==> config.mk <==
export PLATFORM = sky130hd
export DESIGN_NAME = pad_route_mux
export DESIGN_NICKNAME = d
export VERILOG_FILES = /design/src/rtl/pad_route_pkg.sv /design/src/rtl/pad_route_regs.sv /design/src/rtl/pad_route_in_mux.sv /design/src/rtl/pad_route_out_mux.sv /design/src/rtl/pad_route_mux.sv
export SDC_FILE = /design/constraint.sdc
export NUM_CORES = 1
export LEC_CHECK = 0
export BUFFER_PORTS_ARGS = -buffer_cell sky130_fd_sc_hd__buf_4
export CORE_ASPECT_RATIO = 0.8
export CORE_UTILIZATION = 35
export CTS_CLUSTER_DIAMETER = 40
export DETAILED_ROUTE_END_ITERATION = 6
export PLACE_DENSITY = 0.67
export SKIP_LAST_GASP = 1
export SLEW_MARGIN = 30
export SYNTH_ARGS = -nofsm -noshare
export SYNTH_HDL_FRONTEND = slang
export SYNTH_SLANG_ARGS = --single-unit
==> constraint.sdc <==
create_clock -name clk -period 3.2 [get_ports clk]
set_input_delay 0.32 -clock clk [delete_from_list [all_inputs] [get_ports clk]]
set_output_delay 0.32 -clock clk [all_outputs]
set_load 0.01 [all_outputs]
==> src/rtl/pad_route_pkg.sv <==
// Package: pad_route_pkg
// Shared select-code constants for the pad multiplexer.
// Assumes the low codes are reserved for fixed levels as listed below.
package pad_route_pkg;
    localparam int unsigned REG_W         = 32;
    // peripheral-input select codes
    localparam int unsigned IN_CODE_ZERO  = 0;
    localparam int unsigned IN_CODE_ONE   = 1;
    localparam int unsigned IN_CODE_BASE  = 2;
    // pad-output select codes
    localparam int unsigned OUT_CODE_ZERO = 0;
    localparam int unsigned OUT_CODE_ONE  = 1;
    localparam int unsigned OUT_CODE_HIZ  = 2;
    localparam int unsigned OUT_CODE_BASE = 3;
endpackage

==> src/rtl/pad_route_regs.sv <==
// Module: pad_route_regs
// Register file holding the lock bit and all route selects.
// Assumes word-aligned byte offsets. Word 0 is the lock, then the input
// selects, then the output selects. Reads are combinational.
module pad_route_regs
    import pad_route_pkg::*;
#(
    parameter int unsigned N_PIN     = 8,
    parameter int unsigned N_PAD     = 4,
    parameter int unsigned IN_SEL_W  = 3,
    parameter int unsigned OUT_SEL_W = 4,
    parameter int unsigned ADDR_W    = 8
) (
    input  logic                              clk,
    input  logic                              rst_n,
    input  logic [ADDR_W-1:0]                 reg_addr,
    input  logic [REG_W-1:0]                  reg_wdata,
    input  logic                              reg_we,
    output logic [REG_W-1:0]                  reg_rdata,
    output logic                              cfg_lock,
    output logic [N_PIN-1:0][IN_SEL_W-1:0]    in_sel,
    output logic [N_PAD-1:0][OUT_SEL_W-1:0]   out_sel
);
    localparam int unsigned WORD_W   = ADDR_W - 2;
    localparam int unsigned IN_BASE  = 1;
    localparam int unsigned OUT_BASE = IN_BASE + N_PIN;

    logic [WORD_W-1:0] word_idx;
    logic              lock_q;

    assign word_idx = reg_addr[ADDR_W-1:2];
    assign cfg_lock = lock_q;

    // lock bit: set by reset, cleared by writing one, never set again
    always_ff @(posedge clk) begin
        if (!rst_n)
            lock_q <= 1'b1;
        else if (reg_we && word_idx == '0 && reg_wdata[0])
            lock_q <= 1'b0;
    end

    for (genvar i = 0; i < N_PIN; i++) begin : g_in_reg
        localparam logic [WORD_W-1:0] IDX = WORD_W'(IN_BASE + i);
        // input select storage, writable only while unlocked
        always_ff @(posedge clk) begin
            if (!rst_n)
                in_sel[i] <= IN_SEL_W'(IN_CODE_ZERO);
            else if (lock_q && reg_we && word_idx == IDX)
                in_sel[i] <= reg_wdata[IN_SEL_W-1:0];
        end
    end

    for (genvar j = 0; j < N_PAD; j++) begin : g_out_reg
        localparam logic [WORD_W-1:0] IDX = WORD_W'(OUT_BASE + j);
        // output select storage, reset to high impedance
        always_ff @(posedge clk) begin
            if (!rst_n)
                out_sel[j] <= OUT_SEL_W'(OUT_CODE_HIZ);
            else if (lock_q && reg_we && word_idx == IDX)
                out_sel[j] <= reg_wdata[OUT_SEL_W-1:0];
        end
    end

    // read-back multiplexer, zero for unused bits and unmapped words
    always_comb begin
        reg_rdata = '0;
        if (word_idx == '0)
            reg_rdata[0] = lock_q;
        for (int i = 0; i < N_PIN; i++)
            if (word_idx == WORD_W'(IN_BASE + i))
                reg_rdata[IN_SEL_W-1:0] = in_sel[i];
        for (int j = 0; j < N_PAD; j++)
            if (word_idx == WORD_W'(OUT_BASE + j))
                reg_rdata[OUT_SEL_W-1:0] = out_sel[j];
    end
endmodule

==> src/rtl/pad_route_in_mux.sv <==
// Module: pad_route_in_mux
// Picks each peripheral input from a pad or a fixed level.
// Assumes codes that point past the last pad mean constant zero.
module pad_route_in_mux
    import pad_route_pkg::*;
#(
    parameter int unsigned N_PIN = 8,
    parameter int unsigned N_PAD = 4,
    parameter int unsigned SEL_W = 3
) (
    input  logic [N_PIN-1:0][SEL_W-1:0] sel,
    input  logic [N_PAD-1:0]            pad_in,
    output logic [N_PIN-1:0]            periph_in
);
    for (genvar i = 0; i < N_PIN; i++) begin : g_in
        logic bit_v;
        // decode one select: constant one, a pad, or zero by default
        always_comb begin
            bit_v = 1'b0;
            if (sel[i] == SEL_W'(IN_CODE_ONE))
                bit_v = 1'b1;
            for (int p = 0; p < N_PAD; p++)
                if (sel[i] == SEL_W'(IN_CODE_BASE + p))
                    bit_v = pad_in[p];
        end
        assign periph_in[i] = bit_v;
    end
endmodule

==> src/rtl/pad_route_out_mux.sv <==
// Module: pad_route_out_mux
// Drives each pad's data and enable from a peripheral output or a fixed level.
// Assumes unknown codes float the pad. Data is forced low whenever enable is low.
module pad_route_out_mux
    import pad_route_pkg::*;
#(
    parameter int unsigned N_POUT = 8,
    parameter int unsigned N_PAD  = 4,
    parameter int unsigned SEL_W  = 4
) (
    input  logic [N_PAD-1:0][SEL_W-1:0] sel,
    input  logic [N_POUT-1:0]           periph_out,
    output logic [N_PAD-1:0]            pad_out,
    output logic [N_PAD-1:0]            pad_oe
);
    for (genvar j = 0; j < N_PAD; j++) begin : g_out
        logic oe_v;
        logic dat_v;
        // decode one select into an enable and data pair
        always_comb begin
            oe_v  = 1'b0;
            dat_v = 1'b0;
            if (sel[j] == SEL_W'(OUT_CODE_ZERO)) begin
                oe_v = 1'b1;
            end else if (sel[j] == SEL_W'(OUT_CODE_ONE)) begin
                oe_v  = 1'b1;
                dat_v = 1'b1;
            end
            for (int p = 0; p < N_POUT; p++)
                if (sel[j] == SEL_W'(OUT_CODE_BASE + p)) begin
                    oe_v  = 1'b1;
                    dat_v = periph_out[p];
                end
        end
        assign pad_oe[j]  = oe_v;
        assign pad_out[j] = dat_v;
    end
endmodule

==> src/rtl/pad_route_mux.sv <==
// Module: pad_route_mux
// Top of the lockable pad multiplexer: register file plus both route muxes.
// Assumes a single clock domain. Pad inputs arrive already synchronised.
module pad_route_mux
    import pad_route_pkg::*;
#(
    parameter int unsigned N_PIN     = 8,
    parameter int unsigned N_POUT    = 8,
    parameter int unsigned N_PAD     = 4,
    parameter int unsigned IN_SEL_W  = 3,
    parameter int unsigned OUT_SEL_W = 4,
    parameter int unsigned ADDR_W    = 8
) (
    input  logic              clk,
    input  logic              rst_n,
    input  logic [ADDR_W-1:0] reg_addr,
    input  logic [31:0]       reg_wdata,
    input  logic              reg_we,
    output logic [31:0]       reg_rdata,
    output logic [N_PIN-1:0]  periph_to_core,
    input  logic [N_POUT-1:0] periph_from_core,
    input  logic [N_PAD-1:0]  pad_in,
    output logic [N_PAD-1:0]  pad_out,
    output logic [N_PAD-1:0]  pad_oe
);
    logic                            cfg_lock;
    logic [N_PIN-1:0][IN_SEL_W-1:0]  in_sel;
    logic [N_PAD-1:0][OUT_SEL_W-1:0] out_sel;

    pad_route_regs #(
        .N_PIN(N_PIN), .N_PAD(N_PAD), .IN_SEL_W(IN_SEL_W),
        .OUT_SEL_W(OUT_SEL_W), .ADDR_W(ADDR_W)
    ) u_regs (
        .clk(clk), .rst_n(rst_n), .reg_addr(reg_addr), .reg_wdata(reg_wdata),
        .reg_we(reg_we), .reg_rdata(reg_rdata), .cfg_lock(cfg_lock),
        .in_sel(in_sel), .out_sel(out_sel)
    );

    pad_route_in_mux #(.N_PIN(N_PIN), .N_PAD(N_PAD), .SEL_W(IN_SEL_W)) u_in_mux (
        .sel(in_sel), .pad_in(pad_in), .periph_in(periph_to_core)
    );

    pad_route_out_mux #(.N_POUT(N_POUT), .N_PAD(N_PAD), .SEL_W(OUT_SEL_W)) u_out_mux (
        .sel(out_sel), .periph_out(periph_from_core), .pad_out(pad_out), .pad_oe(pad_oe)
    );
endmodule

* Word-level counts from Yosys, hierarchy flattened
Index checks and enable logic that the tools add are counted.
Storage, ports and cells: input bits 55, bits in registers 41, word-level logic and storage cells 250, output and inout bits 48
Operators by class: muxes and demuxes 129, equal/unequal tests 88, reductions and logical operators 20
Operators by type and width (number):
- 1-bit 2-to-1 mux | 117
- 4-bit by 3-bit equality test with 1-bit output, second input constant | 16
- 3-bit by 2-bit equality test with 1-bit output, second input constant | 16
- 3-bit equality test, second input constant | 16
- 4-bit equality test, second input constant | 12
- 6-bit by 4-bit equality test with 1-bit output, second input constant | 5
- 3-bit by 1-bit equality test with 1-bit output, second input constant | 8
- 6-bit by 3-bit equality test with 1-bit output, second input constant | 4
- 3-bit 2-to-1 mux | 8
- 4-bit by 1-bit equality test with 1-bit output, second input constant | 4
- 4-bit by 2-bit equality test with 1-bit output, second input constant | 4
- 4-bit zero test | 4
- 4-bit 2-to-1 mux | 4
- 1-bit logical AND | 15
- 6-bit by 2-bit equality test with 1-bit output, second input constant | 2
- 6-bit by 1-bit equality test with 1-bit output, second input constant | 1
- 6-bit zero test | 1

* Depth between registers and ports, before layout
depth in word-level cells 14, mapped depth 6, mapped depth without buffers 4

* By module
A second synthesis with hierarchy kept.
Second synthesis, totals: cell total of the unflattened synthesis 417, area total of the unflattened synthesis 3225.6 um^2
By module, submodules not included:
- pad_route_regs | area each 2303.5 um^2, cells an instance 276, times used 1, seq. area each 820.8 um^2
- pad_route_out_mux | area each 479.2 um^2, cells an instance 75, times used 1, seq. area each 0.0 um^2
- pad_route_in_mux | area each 442.9 um^2, cells an instance 66, times used 1, seq. area each 0.0 um^2

* Least setup slack after synthesis
Ideal clock, no wire load.
kind input -> output, start point in reg_addr[2], end point out reg_rdata[1], data required time 2880 ps, data arrival time 1380 ps, slack 1500 ps, cell stages on the path 5, path buffers 1, cell sequence buf_4 mux4_2 inv_1 a221oi_1 a221o_1
On the way: cells in the longest elaborated chain, start to end 13, elaborated cells on any way between the ends 24, those cells by class eq/ne: 12; mux: 12
RTL lines:
- start, declared | RTL line pad_route_mux.sv:16 | input logic [ADDR_W-1:0] reg_addr,
- 6-bit by 1-bit equality test with 1-bit output | RTL line pad_route_regs.sv:70 | if (word_idx == WORD_W'(IN_BASE + i))
- 3-bit 2-to-1 mux (8 in a row) | RTL line pad_route_regs.sv:70
- 4-bit 2-to-1 mux (3 in a row) | RTL line pad_route_regs.sv:73 | if (word_idx == WORD_W'(OUT_BASE + j))
- 4-bit 2-to-1 mux * | RTL line pad_route_regs.sv:73
- end, declared | RTL line pad_route_mux.sv:19 | output logic [31:0] reg_rdata,
Mark *: on every way between the ends. The rest lies on a longest branch, timed or not.

* Worst setup path in the final report
start point reg u_regs.out_sel[2] (netlist bit), end point out reg_rdata[2]
On the way: cells in the longest elaborated chain, start to end 4
RTL lines:
- start, declared | RTL line pad_route_regs.sv:22 | output logic [N_PAD-1:0][OUT_SEL_W-1:0] out_sel
- start signal, assigned by index | RTL line pad_route_regs.sv:58 | out_sel[j] <= OUT_SEL_W'(OUT_CODE_HIZ);
- start signal, assigned by index | RTL line pad_route_regs.sv:60 | out_sel[j] <= reg_wdata[OUT_SEL_W-1:0];
- 4-bit 2-to-1 mux (4 in a row) | RTL line pad_route_regs.sv:73
No other way between the ends.

==> metrics.cfg <==
[outcome]
status=finished, final reports clean

[timing]
tns_ns=0
period_needed_ns=2.12
report.final.slew_viol_count=0
slew_headroom_pct=65.0
period_share_pct=66.1
hold_viol_final=0
fmax_mhz=473
rsz0062_at_grt=false
finalSetupViolCount=0
worstMarginPinSlew_ns=0.518
clock_skew_ns=0.00258

[clock_network]
cts_root_buffer=clkbuf_8
cts_tree=built
path_clk_slew_ns=0.08
ctsResizeCount=0
cts_setup_buffers=0
clkLatencyLatePin_ns=0.29
cts_hold_buf=0
numCtsBuffers=5
htreeDepth=2
clockBufferDepth=2
clock-sinks=41

[synth]
ys_types=41
ys_ff_latch=41
syn_avg_cell_area_sq_um=8.09
yosys-top-cells-area=dfxtp_1, mux2i_1, buf_4, a21oi_1, nor2b_1
synth_area_sq_mm=0.00302
yosysTopAreaCell=dfxtp_1
synthArstFlopShare_pct=0
syn-instance-count=373
ys_top_cells_by_count=buf_4, dfxtp_1, mux2i_1
synthFlopType=dfxtp_1
ys_seq_area_share_pct=27.2
synth_edf_count=0
netlist.area_leader.share_pct=27.2
synth_warnings=0
yosysMostFrequentCell=buf_4

[finish]
instances_no_fill=491
final_nets=437
final_util_pct=39.6
area_growth_pct=6.63
n_antenna_cell=0
drive_gt1_share_pct=15.7
fillers=841

[critical_path]
start_kind=flop
cp-end-kind=output port
cp_max_fo=9
reg2reg_depth=4
r2r_start=u_regs.cfg_lock$_SDFFE_PN1P_
cp_slowest_cell=mux4_2
reg2reg_slack_ns=1.72
crit_arrival_ns=1.80
required_ns=2.88
timing.rr.end=u_regs.in_sel[7]$_SDFFE_PN0P_
path_class=flop to output port
critical-path-max-stage-delay_ns=0.51
crit_chain=mux4_2, a22oi_1, o21ai_0, buf_4

[floorplanning]
rows=29
initial_core_util_pct=37.1
ios=103
die_x_um=106
die-area_sq_mm=0.00900
coreArea_sq_mm=0.00813
fp.dieH_um=85.1

[global_route]
grt_overflow_total=0
grt_pass1_wl_um=12500
grtUsageTotal_pct=17.5
grt_max_degree=45
grt_pass1_vias=2360
antenna_found_initial=0

[min_path]
hold_start=reg_wdata[1]
holdPathStages=3
worstHoldPathType=input pin to flop
min_to=u_regs.out_sel[9]$_SDFFE_PN1P_

[routing]
drc=0
drt-total-wl_um=7590
via_per_inst=5.27
ant_nets=0
drt-pass1-iter-count=4
vias=2589
drt_iter0_drc=281
wire_per_inst_um=15.5

[pwr]
leakagePower_nw=1.40
cellPowerDensity_mw_per_mm2=303
total_power_uw=977
ir_drop_v=0.000141

[job]
cap_violations=0

[placed_design]
placed_cells=483
hpwlAfterDp_um=5680
io_buffer_count=44
gp_congestion=0.923

-- cells by family (layout without fill, tap and decap cells) --
group / Yosys count / after routing / share of synthesized area [%]
AND/OR/NAND/NOR: 110 / 110 / 19.9
buffers and inverters: 84 / 67 / 16.7
flip-flops: 41 / 41 / 27.2
AO/OA/AOI/OAI: 89 / 89 / 18.1
multiplexers: 48 / 48 / 18.1
other: 1 / 28 / 0.124
-- critical path: cells and delay by family (launching register included) --
kind	cells	cell delay (ns)
buffers and inverters	1	0.17
flip-flops	1	0.41
multiplexers	1	0.51
AO/OA/AOI/OAI	2	0.41
-- flip-flops by register name (all words and copies together) (netlist names) --
register	cells
u_regs.cfg_lock	1
u_regs.out_sel	16
u_regs.in_sel	24
-- per-stage QoR --
stage | setup slack, ns | instance area (sq um) | hold WS, ns
2_1_floorplan | 1.50 | 3120 | 0.445
3_3_place_gp | 1.12 | 3140 | 0.478
3_5_place_dp | 1.13 | 3140 | 0.489
4_1_cts | 1.09 | 3220 | 0.311
5_1_grt | 0.989 | 3220 | 0.314
6_report | 1.08 | 3220 | 0.317
-- layout make-up --
class                   count  area (sq um)  share of cell area (%)
multi-input cells         275          1800                    55.8
flip-flops and latches     41           821                    25.5
repair buffers             44           330                    10.3
well taps                 108           135                    4.20
clock buffers               8          80.1                    2.49
inverters                  15          56.3                    1.75
-- cells in the final DEF, fill, tap and decap left out, drive strengths merged, types with 8 or more instances in the layout --
cell    instances
a21oi          35
a311oi          8
buf            44
clkbuf          8
conb           28
dfxtp          41
inv            15
mux2i          40
nand2          33
nand3          16
nor2           11
nor2b          21
o21ai          18
o22ai           9
-- layer usage --
metal / GRT usage (%) / vias up / share of wire, %
li1: - / 1273 / -
met1: 25.1 / 1215 / 48
met2: 27.1 / 92 / 45
met3: 3.69 / 9 / 6.5
met4: 3.91 / 0 / 1.0
met5: 0 / - / 0
-- worst max path at each step --
| stage | start | endpoint | cells after the start |
|---|---|---|---|
| floorplan | reg_addr[2] | reg_rdata[1] | 5 |
| global placement | reg_addr[2] | reg_rdata[1] | 6 |
| detailed placement | reg_addr[2] | reg_rdata[1] | 6 |
| CTS | u_regs.out_sel[2]$_SDFFE_PN0P_ | reg_rdata[2] | 4 |
| global route | reg_addr[2] | reg_rdata[1] | 6 |
| finish | u_regs.out_sel[2]$_SDFFE_PN0P_ | reg_rdata[2] | 4 |
-- report_power, final --
| part | internal, mW | switching [mW] | total (mW) |
|---|---|---|---|
| sequential | 0.512 | 0.00358 | 0.515 |
| clock | 0.155 | 0.172 | 0.327 |
| combinational | 0.0503 | 0.0841 | 0.134 |
| total | 0.717 | 0.260 | 0.977 |
No activity file was read; power rests on OpenSTA's default activity.
